`config.mk`:
```
export PLATFORM = sky130hd
export DESIGN_NAME = dp_bist_top
export DESIGN_NICKNAME = d
export VERILOG_FILES = /design/src/rtl/dp_bist_pkg.sv /design/src/rtl/dp_bist_pn.sv /design/src/rtl/dp_bist_stage.sv /design/src/rtl/dp_bist_misr.sv /design/src/rtl/dp_bist_top.sv
export SDC_FILE = /design/constraint.sdc
export NUM_CORES = 1
export LEC_CHECK = 0
export ABC_AREA = 1
export CORE_ASPECT_RATIO = 1.2
export CORE_UTILIZATION = 35
export DETAILED_ROUTE_END_ITERATION = 7
export SETUP_SLACK_MARGIN = 0.4
export SLEW_MARGIN = 20
export SYNTH_ARGS = -nofsm -noshare
export SYNTH_HDL_FRONTEND = slang
export SYNTH_HIERARCHICAL = 1
export SYNTH_SLANG_ARGS = --single-unit
```
`constraint.sdc`:
```
create_clock -name clk -period 1.9 [get_ports clk]
set_input_delay 0.38 -clock clk [delete_from_list [all_inputs] [get_ports clk]]
set_output_delay 0.38 -clock clk [all_outputs]
set_load 0.05 [all_outputs]
```
`src/rtl/dp_bist_pkg.sv`:
```
package dp_bist_pkg;
  localparam int SAMPLE_W = 14;
  localparam int LFSR_W   = 16;
  localparam int SIG_W    = 16;
  localparam logic [LFSR_W-1:0] PN_SEED   = 16'hACE1;
  localparam logic [SIG_W-1:0]  MISR_POLY = 16'h1021;

  typedef enum logic [1:0] {
    FMT_PASS = 2'd0,
    FMT_INV  = 2'd1,
    FMT_MSB  = 2'd2,
    FMT_REV  = 2'd3
  } fmt_e;

  function automatic logic [SAMPLE_W-1:0] fmt_apply(fmt_e m, logic [SAMPLE_W-1:0] x);
    logic [SAMPLE_W-1:0] r;
    case (m)
      FMT_INV: r = ~x;
      FMT_MSB: r = x ^ {1'b1, {(SAMPLE_W-1){1'b0}}};
      FMT_REV: for (int i = 0; i < SAMPLE_W; i++) r[i] = x[SAMPLE_W-1-i];
      default: r = x;
    endcase
    return r;
  endfunction

  function automatic logic [LFSR_W-1:0] lfsr_next(logic [LFSR_W-1:0] s);
    return {s[0] ^ s[2] ^ s[3] ^ s[5], s[LFSR_W-1:1]};
  endfunction

  function automatic logic [SIG_W-1:0] misr_next(logic [SIG_W-1:0] m, logic [SAMPLE_W-1:0] d);
    return {m[SIG_W-2:0], 1'b0} ^ (m[SIG_W-1] ? MISR_POLY : '0) ^ {{(SIG_W-SAMPLE_W){1'b0}}, d};
  endfunction
endpackage

```
`src/rtl/dp_bist_pn.sv`:
```
module dp_bist_pn
  import dp_bist_pkg::*;
#(
  parameter logic [LFSR_W-1:0] SEED = PN_SEED
) (
  input  logic                clk,
  input  logic                rst_n,
  input  logic                restart,
  input  logic                advance,
  output logic [SAMPLE_W-1:0] word
);
  logic [LFSR_W-1:0] state_q;

  always_ff @(posedge clk or negedge rst_n) begin
    if (!rst_n)       state_q <= SEED;
    else if (restart) state_q <= SEED;
    else if (advance) state_q <= lfsr_next(state_q);
  end

  assign word = state_q[SAMPLE_W-1:0];

  AST_PN_NONZERO: assert property (@(posedge clk) disable iff (!rst_n) state_q != '0);
endmodule

```
`src/rtl/dp_bist_stage.sv`:
```
module dp_bist_stage
  import dp_bist_pkg::*;
(
  input  logic                clk,
  input  logic                rst_n,
  input  logic                in_valid,
  input  logic [SAMPLE_W-1:0] in_data,
  input  logic                in_tag,
  input  fmt_e                mode,
  output logic                in_ready,
  output logic                out_valid,
  output logic [SAMPLE_W-1:0] out_data,
  output logic                out_tag,
  input  logic                out_ready
);
  logic                vld_q, tag_q;
  logic [SAMPLE_W-1:0] dat_q;

  assign in_ready = !vld_q || out_ready;

  always_ff @(posedge clk or negedge rst_n) begin
    if (!rst_n) begin
      vld_q <= 1'b0;
      tag_q <= 1'b0;
      dat_q <= '0;
    end else if (in_ready) begin
      vld_q <= in_valid;
      if (in_valid) begin
        dat_q <= fmt_apply(mode, in_data);
        tag_q <= in_tag;
      end
    end
  end

  assign out_valid = vld_q;
  assign out_data  = dat_q;
  assign out_tag   = tag_q;

  AST_OUT_HOLD: assert property (@(posedge clk) disable iff (!rst_n)
    (out_valid && !out_ready) |=> (out_valid && $stable(out_data)));
endmodule

```
`src/rtl/dp_bist_misr.sv`:
```
module dp_bist_misr
  import dp_bist_pkg::*;
(
  input  logic                clk,
  input  logic                rst_n,
  input  logic                clear,
  input  logic                shift,
  input  logic [SAMPLE_W-1:0] din,
  output logic [SIG_W-1:0]    sig,
  output logic [SIG_W-1:0]    sig_next
);
  logic [SIG_W-1:0] sig_q;

  assign sig_next = misr_next(sig_q, din);

  always_ff @(posedge clk or negedge rst_n) begin
    if (!rst_n)     sig_q <= '0;
    else if (clear) sig_q <= '0;
    else if (shift) sig_q <= sig_next;
  end

  assign sig = sig_q;
endmodule

```
`src/rtl/dp_bist_top.sv`:
```
module dp_bist_top
  import dp_bist_pkg::*;
#(
  parameter int RUN_LEN = 512,
  localparam int CNT_W  = $clog2(RUN_LEN + 1)
) (
  input  logic                clk,
  input  logic                rst_n,
  input  logic                s_valid,
  input  logic [SAMPLE_W-1:0] s_data,
  output logic                s_ready,
  output logic                m_valid,
  output logic [SAMPLE_W-1:0] m_data,
  input  logic                m_ready,
  input  logic                reg_we,
  input  logic [1:0]          reg_addr,
  input  logic [3:0]          reg_wdata,
  output logic [7:0]          reg_rdata
);
  localparam logic [1:0] A_CTRL = 2'd0, A_STAT = 2'd1, A_SIGL = 2'd2, A_SIGH = 2'd3;
  localparam logic [CNT_W-1:0] RUN_END  = CNT_W'(RUN_LEN);
  localparam logic [CNT_W-1:0] RUN_LAST = CNT_W'(RUN_LEN - 1);

  logic             busy_q, done_q, resume_q;
  fmt_e             mode_q;
  logic [CNT_W-1:0] inj_cnt, chk_cnt;
  logic [SIG_W-1:0] sig_q, misr_sig, misr_nxt;

  logic                ctrl_wr, start_acc, inj_active, pn_adv, chk_fire, run_last;
  logic                st_in_valid, st_in_ready, st_out_tag;
  logic [SAMPLE_W-1:0] st_in_data, pn_word;

  assign ctrl_wr    = reg_we && (reg_addr == A_CTRL);
  assign start_acc  = ctrl_wr && reg_wdata[0] && !busy_q;
  assign inj_active = busy_q && (inj_cnt != RUN_END);
  assign pn_adv     = inj_active && st_in_ready;
  assign chk_fire   = m_valid && m_ready && st_out_tag;
  assign run_last   = chk_fire && (chk_cnt == RUN_LAST);

  assign st_in_valid = busy_q ? inj_active : s_valid;
  assign st_in_data  = busy_q ? pn_word : s_data;
  assign s_ready     = !busy_q && st_in_ready;

  dp_bist_pn u_pn (
    .clk(clk), .rst_n(rst_n),
    .restart(start_acc && !reg_wdata[1]),
    .advance(pn_adv),
    .word(pn_word)
  );

  dp_bist_stage u_stage (
    .clk(clk), .rst_n(rst_n),
    .in_valid(st_in_valid), .in_data(st_in_data), .in_tag(busy_q),
    .mode(mode_q), .in_ready(st_in_ready),
    .out_valid(m_valid), .out_data(m_data), .out_tag(st_out_tag),
    .out_ready(m_ready)
  );

  dp_bist_misr u_misr (
    .clk(clk), .rst_n(rst_n),
    .clear(start_acc), .shift(chk_fire), .din(m_data),
    .sig(misr_sig), .sig_next(misr_nxt)
  );

  always_ff @(posedge clk or negedge rst_n) begin
    if (!rst_n) begin
      mode_q   <= FMT_PASS;
      resume_q <= 1'b0;
    end else if (ctrl_wr) begin
      resume_q <= reg_wdata[1];
      mode_q   <= fmt_e'(reg_wdata[3:2]);
    end
  end

  always_ff @(posedge clk or negedge rst_n) begin
    if (!rst_n) begin
      busy_q  <= 1'b0;
      done_q  <= 1'b0;
      inj_cnt <= '0;
      chk_cnt <= '0;
      sig_q   <= '0;
    end else if (start_acc) begin
      busy_q  <= 1'b1;
      done_q  <= 1'b0;
      inj_cnt <= '0;
      chk_cnt <= '0;
    end else begin
      if (pn_adv)   inj_cnt <= inj_cnt + 1'b1;
      if (chk_fire) chk_cnt <= chk_cnt + 1'b1;
      if (run_last) begin
        busy_q <= 1'b0;
        done_q <= 1'b1;
        sig_q  <= misr_nxt;
      end
    end
  end

  always_comb begin
    case (reg_addr)
      A_CTRL:  reg_rdata = {4'b0, mode_q, resume_q, 1'b0};
      A_STAT:  reg_rdata = {6'b0, done_q, busy_q};
      A_SIGL:  reg_rdata = sig_q[7:0];
      A_SIGH:  reg_rdata = sig_q[15:8];
      default: reg_rdata = '0;
    endcase
  end

  AST_BUSY_DONE_EXCL: assert property (@(posedge clk) disable iff (!rst_n) !(busy_q && done_q));
  AST_CONV_BLOCKED: assert property (@(posedge clk) disable iff (!rst_n) busy_q |-> !s_ready);
  AST_SIG_FROZEN: assert property (@(posedge clk) disable iff (!rst_n) busy_q |-> $stable(sig_q));
  AST_MISR_CLEARED: assert property (@(posedge clk) disable iff (!rst_n) $rose(busy_q) |-> (misr_sig == '0));
  AST_CHK_LE_INJ: assert property (@(posedge clk) disable iff (!rst_n) chk_cnt <= inj_cnt);
  AST_INJ_BOUND: assert property (@(posedge clk) disable iff (!rst_n) inj_cnt <= RUN_END);
endmodule

```
==> flow_metrics.env <==
export IMPL_first_pass_iters=7
export IMPL_setup_slack_ns=0.1989
export IMPL_grt_pass1_wl_um=20780
export IMPL_drive_above_1_share=0.2836
export IMPL_critPathMaxStageDelay_ns=0.46
export IMPL_fp_dieW_um=111.4
export IMPL_place_congestion=0.8224
export IMPL_sw_frac_of_total=0.3772
export IMPL_finalSetupViolCount=0
export IMPL_synth_cells=659
export IMPL_register_area_um2=2243
export IMPL_core_region_area_um2=13880
export IMPL_maxSlewViolCount=0
export IMPL_stdcell_area_um2=6894
export IMPL_finalClockSkew_ns=0.005954
export IMPL_ys_warn_count=6
export IMPL_cp_required_ns=1.52
export IMPL_reg2reg_from="inj_cnt[0]"
export IMPL_synthFlopType="dfrtp_1"
export IMPL_fillers=1289
export IMPL_vias_per_cell=4.817
export IMPL_layout_common_cells="237 x nand2_1, 76 x dfrtp_1, 63 x inv_1"
export IMPL_grt_overflow=0
export IMPL_drt_wirelength_per_cell_um=13.92
export IMPL_holdBufCountCts=0
export IMPL_clockBufferDepth=2
export IMPL_crit_type="reg2out"
export IMPL_drtIter0Drc=260
export IMPL_p_int_mw=4.140
export IMPL_fin_util=0.4968
export IMPL_dp_hpwl_um=8729
export IMPL_max_cap_viol_count=0
export IMPL_p_leak_nw=3.506
export IMPL_die_y_um=133.2
export IMPL_reg2reg_slack_ns=0.27
export IMPL_post_route_min_period_ns=1.701
export IMPL_start_util=0.3619
export IMPL_antenna_found_initial=0
export IMPL_wl_um=12730
export IMPL_yosysUniqueCellTypes=39
export IMPL_grt_pass1_vias=4408
export IMPL_pwr_share_comb=0.351
export IMPL_ir_drop_mv=0.4739
export IMPL_worstHoldPathType="in2async"
export IMPL_vias=4408
export IMPL_crit_fanout=5
export IMPL_syn_mean_instance_area_um2=7.621
export IMPL_htree_levels=3
export IMPL_dp_slack_ns=-0.07671
export IMPL_io_pins=49
export IMPL_hold_viol_final=0
export IMPL_grt_max_degree=37
export IMPL_path_clk_slew_ns=0.06
export IMPL_status="finished, violations left"
export IMPL_violations="DRC"
export IMPL_synthArstFlopShare=1.000
export IMPL_tightest_slew_ns=0.5055
export IMPL_syn_to_final_growth_pct=37.27
export IMPL_clockRootBuffer="clkbuf_16"
export IMPL_nets=767
export IMPL_mostFrequentLayoutCell="nand2_1"
export IMPL_p_switching_mw=2.507
export IMPL_placed_area_um2=5816
export IMPL_rr_endpoint="u_stage/out_data[5]"
export IMPL_p_clk_frac=0.240
export IMPL_remaining_drc_errors=8
export IMPL_startpoint="busy_q"
export IMPL_end_kind="output pin"
export IMPL_path_cells="buf_6, buf_8, nor2_4, buf_12"
export IMPL_portBuffers=48
export IMPL_seq_area_frac_synth=0.4454
export IMPL_arrival_ns=1.32
export IMPL_p_per_area_nw_per_um2=964.3
export IMPL_start_kind="flop"
export IMPL_synth_seq_cells=89
export IMPL_fmax_ghz=0.5879
export IMPL_num_rows=47
export IMPL_synth_edf_count=0
export IMPL_min_period_over_period=0.8953
export IMPL_crit_path_end="s_ready"
export IMPL_numClockSinks=89
export IMPL_netlist_area_um2=5022
export IMPL_timing_slew_headroom=0.6630
export IMPL_crit_slowest_cell="dfrtp_2"
export IMPL_insertion_delay_ns=0.34
export IMPL_dieArea_um2=14830
export IMPL_rr_worst_depth=12
export IMPL_p_seq_frac=0.409
export IMPL_ant_nets=0
export IMPL_num_antenna_cells=0
export IMPL_cts_made_buffers=9
export IMPL_track_usage=0.1776
export IMPL_multi_input_area_um2=2659
export IMPL_cts_tree="yes"
export IMPL_synth_nets=687
export IMPL_rsz0062_at_grt="yes"
-- worst max-delay path: cells and delay by family, from the launching register on --
family | cells | cell delay, ns
flops | 1 | 0.46
buf+inv | 3 | 0.40
simple gates | 1 | 0.12
-- stage by stage --
stage	power, mW	cells	TNS, ns	hold WS, ns
CTS	6.575	903	0	0.01687
global route	7.083	915	0	0.04425
floorplan	4.243	659	0	0.08441
detailed placement	4.800	866	-0.7384	0.3836
global placement	4.740	866	-0.3799	0.3789
finish	6.648	915	0	0.01209
-- power by group through the flow --
stage                     Combinational, mW  Clock (mW)  Sequential [mW]
after floorplan                        1.35           0             2.89
after global placement                 2.01           0             2.73
after detailed placement               2.06           0             2.74
after CTS                              2.23        1.64             2.71
after global routing                   2.60        1.71             2.78
final                                  2.34        1.59             2.72
-- cell usage after synthesis, types with 4 or more instances --
cell type	n	area, um^2
nand2_1	255	957.2
dfrtp_1	81	2027
inv_1	71	266.5
nand3_1	58	290.3
nor2_1	24	90.09
buf_4	21	157.7
nand4_1	17	106.4
o21ai_0	15	75.07
xnor2_1	13	113.9
inv_2	9	33.78
o22ai_1	9	56.30
dfstp_2	8	210.2
a21oi_1	7	35.03
a22oi_1	6	45.04
buf_6	6	67.56
nor3_1	6	30.03
buf_2	5	25.02
o21ai_2	5	43.79
a22o_1	4	35.03
and2_1	4	25.02
nor2_4	4	45.04
xor2_1	4	35.03
-- repair_timing --
item / in CTS / in global routing
resized for setup: 72 / 65
setup buffers: 19 / 10
gates cloned: 2 / 2
setup endpoints to repair: 85 / 81
pin swaps: 38 / 15
-- cells by family (layout without fill, tap and decap cells) --
| kind of cell | Yosys count | in the layout | share of synthesized area |
|---|---|---|---|
| adders and majority gates | 3 | 3 | 0.007475 |
| muxes | 3 | 3 | 0.006726 |
| and+or+nand+nor | 380 | 381 | 0.3316 |
| DFF | 89 | 89 | 0.4454 |
| xor gates and xnor gates | 17 | 17 | 0.02965 |
| buffers and inverters | 117 | 201 | 0.1136 |
| AOI/OAI and AO/OA | 50 | 50 | 0.06552 |
-- layout make-up --
| type | count | share of cell area |
|---|---|---|
| inverters | 81 | 0.04846 |
| multi-input cells | 454 | 0.3857 |
| well taps | 171 | 0.03103 |
| clock inverters | 3 | 0.002541 |
| clock buffers | 13 | 0.03485 |
| repair buffers | 104 | 0.1721 |
| flip-flops and latches | 89 | 0.3254 |
-- sequential cells by signal, indices dropped and copies added, names as in the netlist --
name               count
busy_q                 1
u_stage/out_tag        1
u_stage/out_valid      1
resume_q               1
done_q                 1
u_stage/out_data      14
mode_q                 2
u_pn/state_q          16
chk_cnt               10
inj_cnt               10
u_misr/sig            16
sig_q                 16
-- layer usage --
layer	vias up	part of all wire	routed length [um]	GRT usage
li1	2227	-	-	-
met1	2094	0.42	5288	0.2055
met2	67	0.54	6821	0.3177
met3	20	0.028	360	0.03003
met4	0	0.021	264	0.08634
met5	-	0	0	0
-- worst min path at each step --
stage,from,slack (ns),depth (start not counted),endpoint
after floorplan,rst_n,0.08,0,busy_q
after global placement,rst_n,0.38,1,u_misr/sig[3]
after detailed placement,rst_n,0.38,1,u_stage/out_data[7]
after CTS,rst_n,0.02,1,u_misr/sig[0]
after global routing,rst_n,0.04,1,u_stage/out_data[6]
final,rst_n,0.01,1,u_stage/out_data[7]
(Power assumes the default switching activity.)
